$ cat src/rtl/burst_seq_pkg.sv
package burst_seq_pkg;

    typedef enum logic [2:0] {
        PH_IDLE,
        PH_ARB,
        PH_ADDR,
        PH_INIT,
        PH_XFER,
        PH_LAST
    } phase_e;

    localparam int MAX_BEATS = 16;
    localparam int BEAT_W    = $clog2(MAX_BEATS);

    // length code -> number of words minus one
    function automatic logic [BEAT_W-1:0] beats_minus1(input logic [1:0] code);
        logic [BEAT_W-1:0] r;
        unique case (code)
            2'd0:    r = BEAT_W'(0);
            2'd1:    r = BEAT_W'(3);
            2'd2:    r = BEAT_W'(7);
            default: r = BEAT_W'(MAX_BEATS - 1);
        endcase
        return r;
    endfunction

endpackage

$ cat src/rtl/burst_seq_fsm.sv
module burst_seq_fsm
    import burst_seq_pkg::*;
(
    input  logic clk,
    input  logic rst_n,
    input  logic req_valid,
    input  logic init_zero,
    input  logic cnt_zero,
    input  logic last_word,
    output logic busy,
    output logic mem_cs,
    output logic done,
    output logic beat,
    output logic cap_req,
    output logic addr_load,
    output logic load_init,
    output logic load_word,
    output logic advance
);

    phase_e state, state_nx;

    // next-phase selection
    always_comb begin
        state_nx = state;
        unique case (state)
            PH_IDLE: if (req_valid) state_nx = PH_ARB;
            PH_ARB:  state_nx = PH_ADDR;
            PH_ADDR: state_nx = init_zero ? PH_XFER : PH_INIT;
            PH_INIT: if (cnt_zero) state_nx = PH_XFER;
            PH_XFER: if (cnt_zero && last_word) state_nx = PH_LAST;
            PH_LAST: state_nx = PH_IDLE;
            default: state_nx = PH_IDLE;
        endcase
    end

    // phase register
    always_ff @(posedge clk) begin
        if (!rst_n) state <= PH_IDLE;
        else        state <= state_nx;
    end

    // decoded outputs and datapath strobes
    always_comb begin
        busy      = 1'b1;
        mem_cs    = 1'b0;
        done      = 1'b0;
        beat      = 1'b0;
        cap_req   = 1'b0;
        addr_load = 1'b0;
        load_init = 1'b0;
        load_word = 1'b0;
        advance   = 1'b0;
        unique case (state)
            PH_IDLE: begin
                busy    = 1'b0;
                cap_req = req_valid;
            end
            PH_ARB: addr_load = 1'b1;
            PH_ADDR: begin
                mem_cs    = 1'b1;
                load_init = !init_zero;
                load_word = init_zero;
            end
            PH_INIT: begin
                mem_cs    = 1'b1;
                load_word = cnt_zero;
            end
            PH_XFER: begin
                mem_cs    = 1'b1;
                beat      = cnt_zero;
                load_word = cnt_zero && !last_word;
                advance   = cnt_zero && !last_word;
            end
            PH_LAST: done = 1'b1;
            default: busy = 1'b0;
        endcase
    end

    // completion strobe never lasts two cycles
    p_done_single_r7: assert property (@(posedge clk) disable iff (!rst_n)
        done |=> !done);

    // once started, the bus is held until the done cycle
    p_hold_until_done_r10: assert property (@(posedge clk) disable iff (!rst_n)
        (busy && !done) |=> busy);

    // a word beat and the final cycle never coincide
    p_beat_done_excl_r3: assert property (@(posedge clk) disable iff (!rst_n)
        $onehot0({done, beat}));

endmodule

$ cat src/rtl/burst_seq_latcnt.sv
module burst_seq_latcnt #(
    parameter int LAT_W = 3
) (
    input  logic             clk,
    input  logic             rst_n,
    input  logic             cap_req,
    input  logic [LAT_W-1:0] init_lat,
    input  logic [LAT_W-1:0] word_lat,
    input  logic             load_init,
    input  logic             load_word,
    output logic             init_zero,
    output logic             cnt_zero
);

    logic [LAT_W-1:0] init_q, word_q, cnt;

    // latencies frozen at acceptance; a zero word latency becomes one
    always_ff @(posedge clk) begin
        if (!rst_n) begin
            init_q <= '0;
            word_q <= LAT_W'(1);
        end else if (cap_req) begin
            init_q <= init_lat;
            word_q <= (word_lat == '0) ? LAT_W'(1) : word_lat;
        end
    end

    always_ff @(posedge clk) begin
        if (!rst_n)          cnt <= '0;
        else if (load_init)  cnt <= init_q - LAT_W'(1);
        else if (load_word)  cnt <= word_q - LAT_W'(1);
        else if (cnt != '0)  cnt <= cnt - LAT_W'(1);
    end

    assign init_zero = (init_q == '0);
    assign cnt_zero  = (cnt == '0);

    // a word-latency reload never leaves the counter above the captured limit
    p_cnt_bound_r11: assert property (@(posedge clk) disable iff (!rst_n)
        load_word |=> (cnt < word_q));

endmodule

$ cat src/rtl/burst_seq_addr.sv
module burst_seq_addr
    import burst_seq_pkg::*;
#(
    parameter int ADDR_W = 16
) (
    input  logic              clk,
    input  logic              rst_n,
    input  logic              cap_req,
    input  logic [ADDR_W-1:0] req_addr,
    input  logic [1:0]        req_len,
    input  logic              req_write,
    input  logic              addr_load,
    input  logic              advance,
    input  logic              mem_cs,
    input  logic              beat,
    output logic [ADDR_W-1:0] mem_addr,
    output logic              mem_we,
    output logic              last_word
);

    logic [ADDR_W-1:0] start_q;
    logic [BEAT_W-1:0] len_m1_q, left_q;
    logic              we_q;

    always_ff @(posedge clk) begin
        if (!rst_n) begin
            start_q  <= '0;
            len_m1_q <= '0;
            we_q     <= 1'b0;
        end else if (cap_req) begin
            start_q  <= req_addr;
            len_m1_q <= beats_minus1(req_len);
            we_q     <= req_write;
        end
    end

    // word address and remaining-word count
    always_ff @(posedge clk) begin
        if (!rst_n) begin
            mem_addr <= '0;
            left_q   <= '0;
        end else if (addr_load) begin
            mem_addr <= start_q;
            left_q   <= len_m1_q;
        end else if (advance) begin
            mem_addr <= mem_addr + ADDR_W'(1);
            left_q   <= left_q - BEAT_W'(1);
        end
    end

    assign last_word = (left_q == '0);
    assign mem_we    = mem_cs && we_q;

    // the address only moves at a word boundary
    p_addr_hold_r6: assert property (@(posedge clk) disable iff (!rst_n)
        (mem_cs && !beat) |=> $stable(mem_addr));

endmodule

$ cat src/rtl/burst_seq_top.sv
module burst_seq_top
    import burst_seq_pkg::*;
#(
    parameter int ADDR_W = 16,
    parameter int LAT_W  = 3
) (
    input  logic              clk,
    input  logic              rst_n,
    input  logic              req_valid,
    input  logic [ADDR_W-1:0] req_addr,
    input  logic [1:0]        req_len,
    input  logic              req_write,
    input  logic [LAT_W-1:0]  init_lat,
    input  logic [LAT_W-1:0]  word_lat,
    output logic              busy,
    output logic              mem_cs,
    output logic              mem_we,
    output logic [ADDR_W-1:0] mem_addr,
    output logic              beat_valid,
    output logic              done
);

    logic init_zero, cnt_zero, last_word;
    logic cap_req, addr_load, load_init, load_word, advance;

    burst_seq_fsm u_fsm (
        .clk       (clk),
        .rst_n     (rst_n),
        .req_valid (req_valid),
        .init_zero (init_zero),
        .cnt_zero  (cnt_zero),
        .last_word (last_word),
        .busy      (busy),
        .mem_cs    (mem_cs),
        .done      (done),
        .beat      (beat_valid),
        .cap_req   (cap_req),
        .addr_load (addr_load),
        .load_init (load_init),
        .load_word (load_word),
        .advance   (advance)
    );

    burst_seq_latcnt #(.LAT_W(LAT_W)) u_lat (
        .clk       (clk),
        .rst_n     (rst_n),
        .cap_req   (cap_req),
        .init_lat  (init_lat),
        .word_lat  (word_lat),
        .load_init (load_init),
        .load_word (load_word),
        .init_zero (init_zero),
        .cnt_zero  (cnt_zero)
    );

    burst_seq_addr #(.ADDR_W(ADDR_W)) u_addr (
        .clk       (clk),
        .rst_n     (rst_n),
        .cap_req   (cap_req),
        .req_addr  (req_addr),
        .req_len   (req_len),
        .req_write (req_write),
        .addr_load (addr_load),
        .advance   (advance),
        .mem_cs    (mem_cs),
        .beat      (beat_valid),
        .mem_addr  (mem_addr),
        .mem_we    (mem_we),
        .last_word (last_word)
    );

    // nothing reaches the memory while idle
    p_idle_quiet_r1: assert property (@(posedge clk) disable iff (!rst_n)
        !busy |-> (!mem_cs && !mem_we && !beat_valid));

endmodule

$ cat config.mk
export PLATFORM = sky130hd
export DESIGN_NAME = burst_seq_top
export DESIGN_NICKNAME = d
export VERILOG_FILES = /design/src/rtl/burst_seq_pkg.sv /design/src/rtl/burst_seq_fsm.sv /design/src/rtl/burst_seq_latcnt.sv /design/src/rtl/burst_seq_addr.sv /design/src/rtl/burst_seq_top.sv
export SDC_FILE = /design/constraint.sdc
export NUM_CORES = 1
export LEC_CHECK = 0
export BUFFER_PORTS_ARGS = -buffer_cell sky130_fd_sc_hd__buf_2
export CAP_MARGIN = 15
export CORE_UTILIZATION = 54
export CTS_BUF_LIST = sky130_fd_sc_hd__clkbuf_8
export DETAILED_ROUTE_END_ITERATION = 10
export GPL_TIMING_DRIVEN = 1
export PLACE_DENSITY = 0.78
export SYNTH_ARGS = -nofsm -noshare
export SYNTH_HDL_FRONTEND = slang
export SYNTH_SLANG_ARGS = --single-unit
export TNS_END_PERCENT = 10
$ cat constraint.sdc
create_clock -name clk -period 4.1 [get_ports clk]
set_clock_uncertainty 0.05 [all_clocks]
set_input_delay 0.41 -clock clk [delete_from_list [all_inputs] [get_ports clk]]
set_output_delay 0.41 -clock clk [all_outputs]
set_load 0.03 [all_outputs]
==> out/metrics.yaml, run 1 <==
power_density_nw_per_um2: 500
htree_levels: 2
yosys_warnings: 0
period_minus_slack_ns: 2.44
dieArea_um2: 4940
slowest_delay_ns: 0.60
cts_tree: "yes"
cts_buffer_depth: 2
critical_path.top_delay_family: "simple AND/OR/NAND/NOR gates"
yosysUniqueCellTypes: 48
crit_chain: "nor3b_4 -> nand3_2 -> o21ai_1 -> a221oi_1 -> ha_1 -> nand3b_1 -> mux2i_1"
dr_total_vias: 2453
synth_ff_type: "dfxtp_1"
coreArea_um2: 4410
n_antenna_cell: 0
cts_resized: 0
drt_iter0_drc: 305
fmax_mhz: 410
relSlewSlack: 0.413
dp.cells: 400
io_pins: 49
setup_viol: 0
cts_hold_buf: 0
hold_class: "in2reg"
fin_crit_sh: 0.595
leakagePower_nw: 1.12
grt_pass1_vias: 2136
crit_required_ns: 4.29
clkTransAtPathRegs_ns: 0.10
synth_edf_count: 0
final_cell_mix: "nand2_1 (70), dfxtp_1 (52), buf_2 (48), a21oi_1 (38), nand3_1 (13)"
cts_made_buffers: 5
drc: 0
detail-route-antenna-nets: 0
post_cts_buffers: 0
maxCapViolCount: 0
viasPerCell: 6.03
worst_setup_path_start_kind: "register"
dp_hpwl_mm: 4.13
synth_nets: 349
fin_total_pwr_mw: 1.44
end_kind: "register"
rsz0062_at_grt: "false"
grt_max_degree: 27
drt-total-wl_mm: 6.11
ys_seq_area_frac: 0.414
wl_per_cell_um: 15.0
grt.total_usage: 0.256
cts_root_buf: "clkbuf_8"
critPathSlowestCell: "dfxtp_1"
syn_area_um2: 2520
arrival_ns: 2.63
synthArstFlopShare: 0
syn2layout_area_growth_pct: 14.6
holdWs_ns: 0.287
final_area_um2: 2890
rows: 24
ir_worst_vdd_mv: 0.237
crit_type: "reg2reg"
slew_violations: 0
drtPass1Iterations: 5
fp.dieW_um: 70.3
port_buffers: 48
status: "complete, no violations"
synth_seq_cells: 52
drive_gt1_frac: 0.183
initial_utilization: 0.570
synth_top_area_cell: "dfxtp_1"
numClockSinks: 52
grt_pass1_wl_mm: 10.1
tightest_slew_ns: 0.881
insertion_delay_ns: 0.30
antenna_found_initial: 0
die_h_um: 70.3
crit_fanout: 22
worst-path-buf-inv: 0
synth.avg_cell_area_um2: 7.92
synth_top_area_frac: 0.414
gp_congestion: 0.880
netlist_top_cells_area: "dfxtp_1 (41%), nand2_1 (10%), a21oi_1 (7.6%)"
setup_tns_ns: 0
final_common_cell: "nand2_1"
final_nets: 386
fin_cells: 407
finalHoldViolations: 0
syn_inst: 318
overflow: 0
dpl-instance-area_um2: 2760
[layer usage]
metal	GRT usage	routed length, µm
met3	0.0519	382
met1	0.374	2930
met5	0	0
met2	0.377	2710
met4	0.0844	85
[synthesized netlist by cell type, types with 2 or more instances]
master	count
a211oi_1	2
o21ai_0	10
ha_1	3
o211ai_1	4
a21oi_1	38
inv_1	6
nand4_1	5
nor3b_1	3
and4_1	3
nor4b_1	2
o31ai_1	4
or3_1	4
o22ai_1	2
buf_2	2
or2_2	2
a31oi_1	11
dfxtp_1	52
and2_1	3
or4_1	9
nor3_1	7
o31a_1	2
nor2_1	7
nand2_1	70
nor4_1	3
or3b_1	2
o311ai_0	3
clkbuf_1	18
nand3_1	13
mux2i_1	5
and2b_1	2
and3_1	3
a22oi_1	2
[where the power goes]
| group | switching (mW) | total [mW] | internal [mW] |
|---|---|---|---|
| sequential | 0.0752 | 0.644 | 0.568 |
| clock | 0.168 | 0.408 | 0.240 |
| combinational | 0.250 | 0.390 | 0.140 |
[registers in the layout, indices dropped and copies added, names as in the netlist]
| signal | cells |
|---|---|
| u_addr.start_q | 16 |
| u_fsm.state | 3 |
| u_addr.we_q | 1 |
| u_lat.cnt | 3 |
| u_addr.left_q | 4 |
| u_addr.len_m1_q | 3 |
| u_addr.mem_addr | 16 |
| u_lat.init_q | 3 |
| u_lat.word_q | 3 |
[final cells by class]
class                           count  area, µm²
Tap cell                           52       65.1
Sequential cell                    52       1040
Fill cell                         398       1530
Clock buffer                        5       68.8
Clock inverter                      2       60.1
Multi-Input combinational cell    239       1370
Timing Repair Buffer               51        263
Inverter                            6       22.5
[metrics by stage]
stage | setup slack [ns] | util
after floorplan | 1.90 | -
after global placement | 1.85 | 0.624
after detailed placement | 1.75 | 0.624
after CTS | 1.72 | 0.654
after global routing | 1.47 | 0.654
final | 1.66 | 0.654
[worst min-delay path, cell delays in order]
cell and delay (ns):
buf_2 0.09, nand2_1 0.05, a21oi_1 0.05
[logic make-up (layout without fill, tap and decap cells)]
group	after synthesis	after routing	synth area share
fa+ha+maj	3	3	0.0149
simple gates	146	146	0.303
compound gates	83	83	0.196
buf+inv	27	64	0.0442
xor+xnor	1	1	0.00348
flops	52	52	0.414
mux	6	6	0.0244
[final timing paths]
path                                                        end  depth (start not counted)                       startpoint  slack, ns
worst min-delay path            u_addr.start_q[14]$_SDFFE_PN0P_                          3                     req_addr[14]       0.29
worst max-delay path                  u_lat.cnt[2]$_SDFFE_PN0P_                          7      u_fsm.state[2]$_SDFFE_PN0P_       1.66
worst max register to register        u_lat.cnt[2]$_SDFFE_PN0P_                          7      u_fsm.state[2]$_SDFFE_PN0P_       1.66
worst min register to register  u_addr.start_q[14]$_SDFFE_PN0P_                          2  u_addr.start_q[14]$_SDFFE_PN0P_       0.41
No activity file was read; power rests on OpenSTA's default activity.
==> run 2: changes to the inputs <==
ABC_AREA = 1   (was unset)
CORE_UTILIZATION = 52   (was 54)
PLACE_DENSITY = 0.79   (was 0.78)
clock period = 1.95 ns   (was 4.1 ns; I/O delays follow)
==> out/metrics.yaml, run 2 <==
n_antenna_cell: 0
synth_top_area_cell: "dfxtp_1"
fp.dieW_um: 72.3
largestRegisters: "u_addr.mem_addr: 16 flops, u_addr.start_q: 16 flops, u_addr.left_q: 4 flops"
rr_worst_depth: 12
gp_congestion: 0.884
r2r_setup_slack_ns: 0.12
crit_type: "reg2reg"
end_kind: "register"
crit_top_cell: "inv_1"
io_pins: 49
yosysUniqueCellTypes: 36
numClockSinks: 52
syn_inst: 365
syn2layout_area_growth_pct: 19.1
htree_levels: 2
grt_pass1_vias: 2221
drt-total-wl_mm: 6.03
cts_root_buf: "clkbuf_8"
overflow: 0
drt_iter0_drc: 198
drive_gt1_frac: 0.231
fin_crit_sh: 0.937
synth_edf_count: 0
pre_cts_slack_ns: 0.0830
detail-route-antenna-nets: 0
initial_utilization: 0.541
yosysMostFrequentCell: "nand2_1"
finalHoldViolations: 0
tightest_slew_ns: 0.641
crit_start: "u_lat.cnt[0]$_SDFFE_PN0P_"
setup_viol: 0
slew_violations: 0
slowest_delay_ns: 0.33
antenna_found_initial: 0
crit_chain: "nor2_2 -> nand2_2 -> inv_1 -> nand3_4 -> nand2_2 -> o21ai_0 -> o21ai_1 -> inv_1 -> ha_1 -> inv_1 -> nand3_1 -> a21oi_2"
final_nets: 450
wl_per_cell_um: 12.4
grt.total_usage: 0.238
setup_slack_ns: 0.122
netlist_top_cells_area: "dfxtp_1 (41%), nand2_1 (13%), a21oi_1 (7.2%)"
crit_required_ns: 2.15
maxCapViolCount: 0
viasPerCell: 5.16
r2r-end: "u_lat.cnt[2]$_SDFFE_PN0P_"
cts_hold_buf: 0
synth_ff_type: "dfxtp_1"
drtPass1Iterations: 5
power_density_nw_per_um2: 1420
synth.top_cells.by_count: "nand2_1 (91), dfxtp_1 (52), inv_1 (45), a21oi_1 (37), nand3_1 (22)"
grt_max_degree: 24
arrival_ns: 2.02
status: "complete, no violations"
dp_hpwl_mm: 4.30
die_h_um: 72.3
synthArstFlopShare: 0
critPathSlowestCell: "dfxtp_1"
worst_setup_path_start_kind: "register"
r2r-start: "u_lat.cnt[0]$_SDFFE_PN0P_"
period_minus_slack_ns: 1.83
insertion_delay_ns: 0.31
syn_area_um2: 2570
ys_seq_area_frac: 0.405
fin_total_pwr_mw: 4.36
cts_made_buffers: 5
clkTransAtPathRegs_ns: 0.10
synth.avg_cell_area_um2: 7.04
cts_tree: "yes"
synth_seq_cells: 52
yosys_warnings: 0
drc: 0
fill_cells: 448
rows: 25
critical_path.top_delay_family: "simple AND/OR/NAND/NOR gates"
coreArea_um2: 4750
fmax_mhz: 547
synth_nets: 396
seq_area_um2: 1040
worst-path-buf-inv: 3
final_common_cell: "nand2_1"
cts_buffer_depth: 2
cp.depth: 12
grt_pass1_wl_mm: 9.73
multiInputGateArea_um2: 1300
final_cell_mix: "nand2_1 (91), dfxtp_1 (49), buf_2 (48), inv_1 (43), a21oi_1 (36)"
endpoint: "u_lat.cnt[2]$_SDFFE_PN0P_"
port_buffers: 48
dieArea_um2: 5230
synth_top_area_frac: 0.405
ir_worst_vdd_mv: 0.610
hold_class: "in2reg"
leakagePower_nw: 1.36
relSlewSlack: 0.572
dr_total_vias: 2514
crit_fanout: 7
[run 2: cell count changes in the layout (fill, tap and decap cells not counted), moves of 5 or more]
| cell | delta |
|---|---|
| o21ai_0 | +11 |
| or4_1 | -9 |
| inv_2 | +7 |
| nor2_2 | +5 |
| nand2_1 | +21 |
| nand3_1 | +8 |
| nor2_1 | +13 |
| nor3_1 | -5 |
| buf_4 | +9 |
| inv_1 | +37 |
| a31oi_1 | -5 |
| mux2i_1 | -5 |
| xor2_1 | +8 |
[run 2: kinds of logic after synthesis]
kind of cell               count (synthesis)  synth area share
DFF                                       52             0.405
and+or+nand+nor                          156             0.269
buffers and inverters                     63            0.0993
adders and majority gates                  3            0.0146
AOI/OAI and AO/OA                         81             0.178
xor gates and xnor gates                  10            0.0341
[run 2: worst min-delay path, cell delays in order]
cell	delay [ns]
buf_2	0.09
nand2_1	0.05
a21oi_1	0.05
[run 2: worst min-delay path by stage]
stage	start	to	slack, ns	depth (start not counted)
global placement	u_addr.we_q$_SDFFE_PN0P_	u_addr.we_q$_SDFFE_PN0P_	0.39	2
finish	req_addr[4]	u_addr.start_q[4]$_SDFFE_PN0P_	0.07	3
detailed placement	req_addr[4]	u_addr.start_q[4]$_SDFFE_PN0P_	0.40	3
CTS	req_addr[4]	u_addr.start_q[4]$_SDFFE_PN0P_	0.06	3
floorplan	req_len[1]	u_addr.len_m1_q[2]$_SDFFE_PN0P_	0.29	2
global route	req_addr[3]	u_addr.start_q[3]$_SDFFE_PN0P_	0.07	3
[run 2: what timing repair did]
action,4_1_cts,5_1_grt
buffers inserted,0,5
resized for setup,0,10
endpoints found under the setup margin,0,2
[run 2: power by group]
part	switching [mW]	internal, mW	total (mW)
Clock	0.370	0.387	0.757
Combinational	1.36	0.693	2.06
Sequential	0.197	1.34	1.54
Total	1.93	2.42	4.36
[run 2: layer usage]
metal / wire length [µm] / share of wire / global-route usage
met5: 0 / 0 / 0
met4: 111 / 0.018 / 0.0980
met3: 223 / 0.037 / 0.0472
met2: 2850 / 0.47 / 0.398
met1: 2840 / 0.47 / 0.299
[run 2: layout make-up]
type                    count  area share
repair buffers             60       0.108
multi-input cells         250       0.424
clock buffers               5      0.0225
inverters                  50      0.0613
clock inverters             3      0.0155
well taps                  67      0.0274
flip-flops and latches     52       0.341
[run 2: through the flow]
stage,std cells,setup TNS (ns),hold WS (ns),instance area [µm²],util
3_3_place_gp,474,0,0.395,2880,0.606
2_1_floorplan,365,0,0.288,2570,-
5_1_grt,487,-0.0536,0.0669,3060,0.644
6_report,487,0,0.0742,3060,0.644
4_1_cts,482,0,0.0633,3000,0.630
3_5_place_dp,474,0,0.399,2880,0.606
==> run 3: changes to the inputs <==
SETUP_SLACK_MARGIN = 0.4   (was unset)
==> out/metrics.yaml, run 3 (synthesis gave the netlist of run 2 again) <==
cts_buffer_depth: 2
final_nets: 455
htree_levels: 2
finalHoldViolations: 0
power_frac_seq: 0.340
critical_path.top_delay_family: "simple AND/OR/NAND/NOR gates"
cts_root_buf: "clkbuf_8"
setup_viol: 0
die_h_um: 72.3
cts_tree: "yes"
rsz0062_at_grt: "true"
rows: 25
fin_cells: 492
n_antenna_cell: 0
crit_required_ns: 2.13
power_density_nw_per_um2: 1450
arrival_ns: 1.90
grt_pass1_wl_mm: 10.4
cts_hold_buf: 0
crit_fanout: 6
relSlewSlack: 0.754
switching_share: 0.442
dp_hpwl_mm: 4.27
drtPass1Iterations: 4
final_common_cell: "nand2_1"
gp_congestion: 0.874
overflow: 0
worst_setup_path_start_kind: "register"
clockPowerShare: 0.155
worst-path-buf-inv: 2
fin_crit_sh: 0.883
antenna_found_initial: 0
grt.total_usage: 0.255
pwr-share-comb: 0.505
cts_made_buffers: 5
final_area_um2: 3170
status: "complete, no violations"
maxCapViolCount: 0
end_kind: "register"
insertion_delay_ns: 0.30
dp.cells: 472
viasPerCell: 5.32
dr_total_vias: 2619
tightest_slew_ns: 0.368
largestRegisters: "u_addr.mem_addr: 16 flops, u_addr.start_q: 16 flops, u_addr.left_q: 4 flops"
drt-total-wl_mm: 6.51
dpl-instance-area_um2: 2920
leakagePower_nw: 1.40
clkTransAtPathRegs_ns: 0.09
setup_slack_ns: 0.229
p_int_mw: 2.57
setup_tns_ns: 0
crit_type: "reg2reg"
final_cell_mix: "nand2_1 (87), buf_2 (48), inv_1 (41), dfxtp_1 (40), a21oi_1 (36)"
fp.dieW_um: 72.3
pre_cts_slack_ns: 0.139
slowest_delay_ns: 0.33
r2r_setup_slack_ns: 0.23
drt_iter0_drc: 159
hold_class: "in2reg"
critPathSlowestCell: "dfxtp_2"
grt_max_degree: 36
drive_gt1_frac: 0.285
crit_chain: "nor2_1 -> nand2_2 -> nor2_2 -> nor2_2 -> nand2_4 -> o21ai_1 -> o21ai_1 -> inv_1 -> ha_2 -> inv_2 -> nand3_2 -> a21oi_2"
detail-route-antenna-nets: 0
period_minus_slack_ns: 1.72
p_switching_mw: 2.04
holdWs_ns: 0.0846
ir_worst_vdd_mv: 0.651
initial_utilization: 0.541
syn2layout_area_growth_pct: 23.4
fmax_mhz: 581
slew_violations: 0
drc: 0
port_buffers: 48
wl_per_cell_um: 13.2
coreArea_um2: 4750
grt_pass1_vias: 2360
numClockSinks: 52
dieArea_um2: 5230
io_pins: 49
run 3: cell count changes in the layout (fill, tap and decap cells not counted), moves of 3 or more:
cell     delta
dfxtp_1     -9
nand3_1     -3
buf_4       +4
nand2_1     -4
dfxtp_2     +9
run 3: metal layers:
layer / up-vias / track usage / routed length, µm
met5: - / 0 / 0
met4: 0 / 0.0915 / 83
met3: 8 / 0.0486 / 389
met2: 87 / 0.445 / 3290
met1: 1215 / 0.312 / 2750
li1: 1309 / - / -
run 3: metrics by stage:
| stage | utilization | total power, mW |
|---|---|---|
| after global placement | 0.614 | 3.48 |
| final | 0.667 | 4.61 |
| after CTS | 0.655 | 4.45 |
| after detailed placement | 0.614 | 3.55 |
| after floorplan | - | 3.06 |
| after global routing | 0.667 | 4.92 |
run 3: tightest hold or removal path: cells and delay by family:
family	cells	cell delay [ns]
buffers and inverters	1	0.10
AND/OR/NAND/NOR	1	0.05
AO/OA/AOI/OAI	1	0.05
run 3: final cells by class:
cell class	count	area, µm²
fill	439	1580
sequential	52	1060
clock inverter	3	38.8
tap	67	83.8
inverter	50	190
clock buffer	5	68.8
multi-input combinational	250	1350
timing repair buffer	65	380
run 3: final timing paths:
check / cells after the start / from / end
max: 12 / u_lat.init_q[2]$_SDFFE_PN0P_ / u_lat.cnt[2]$_SDFFE_PN0P_
min: 3 / init_lat[0] / u_lat.init_q[0]$_SDFFE_PN0P_
max reg2reg: 12 / u_lat.init_q[2]$_SDFFE_PN0P_ / u_lat.cnt[2]$_SDFFE_PN0P_
min reg2reg: 2 / u_addr.start_q[14]$_SDFFE_PN0P_ / u_addr.start_q[14]$_SDFFE_PN0P_
run 3: power by group through the flow:
stage | logic [mW] | clock network, mW | registers [mW]
after global routing | 2.54 | 0.780 | 1.60
final | 2.33 | 0.715 | 1.57
after floorplan | 1.40 | 0 | 1.66
after detailed placement | 1.98 | 0 | 1.57
after CTS | 2.17 | 0.724 | 1.55
after global placement | 1.92 | 0 | 1.56
run 3: what timing repair did:
| item | CTS | global route |
|---|---|---|
| setup buffers | 9 | 3 |
| resized for setup | 7 | 15 |
| pin swaps | 5 | 6 |
| endpoints found under the setup margin | 11 | 28 |
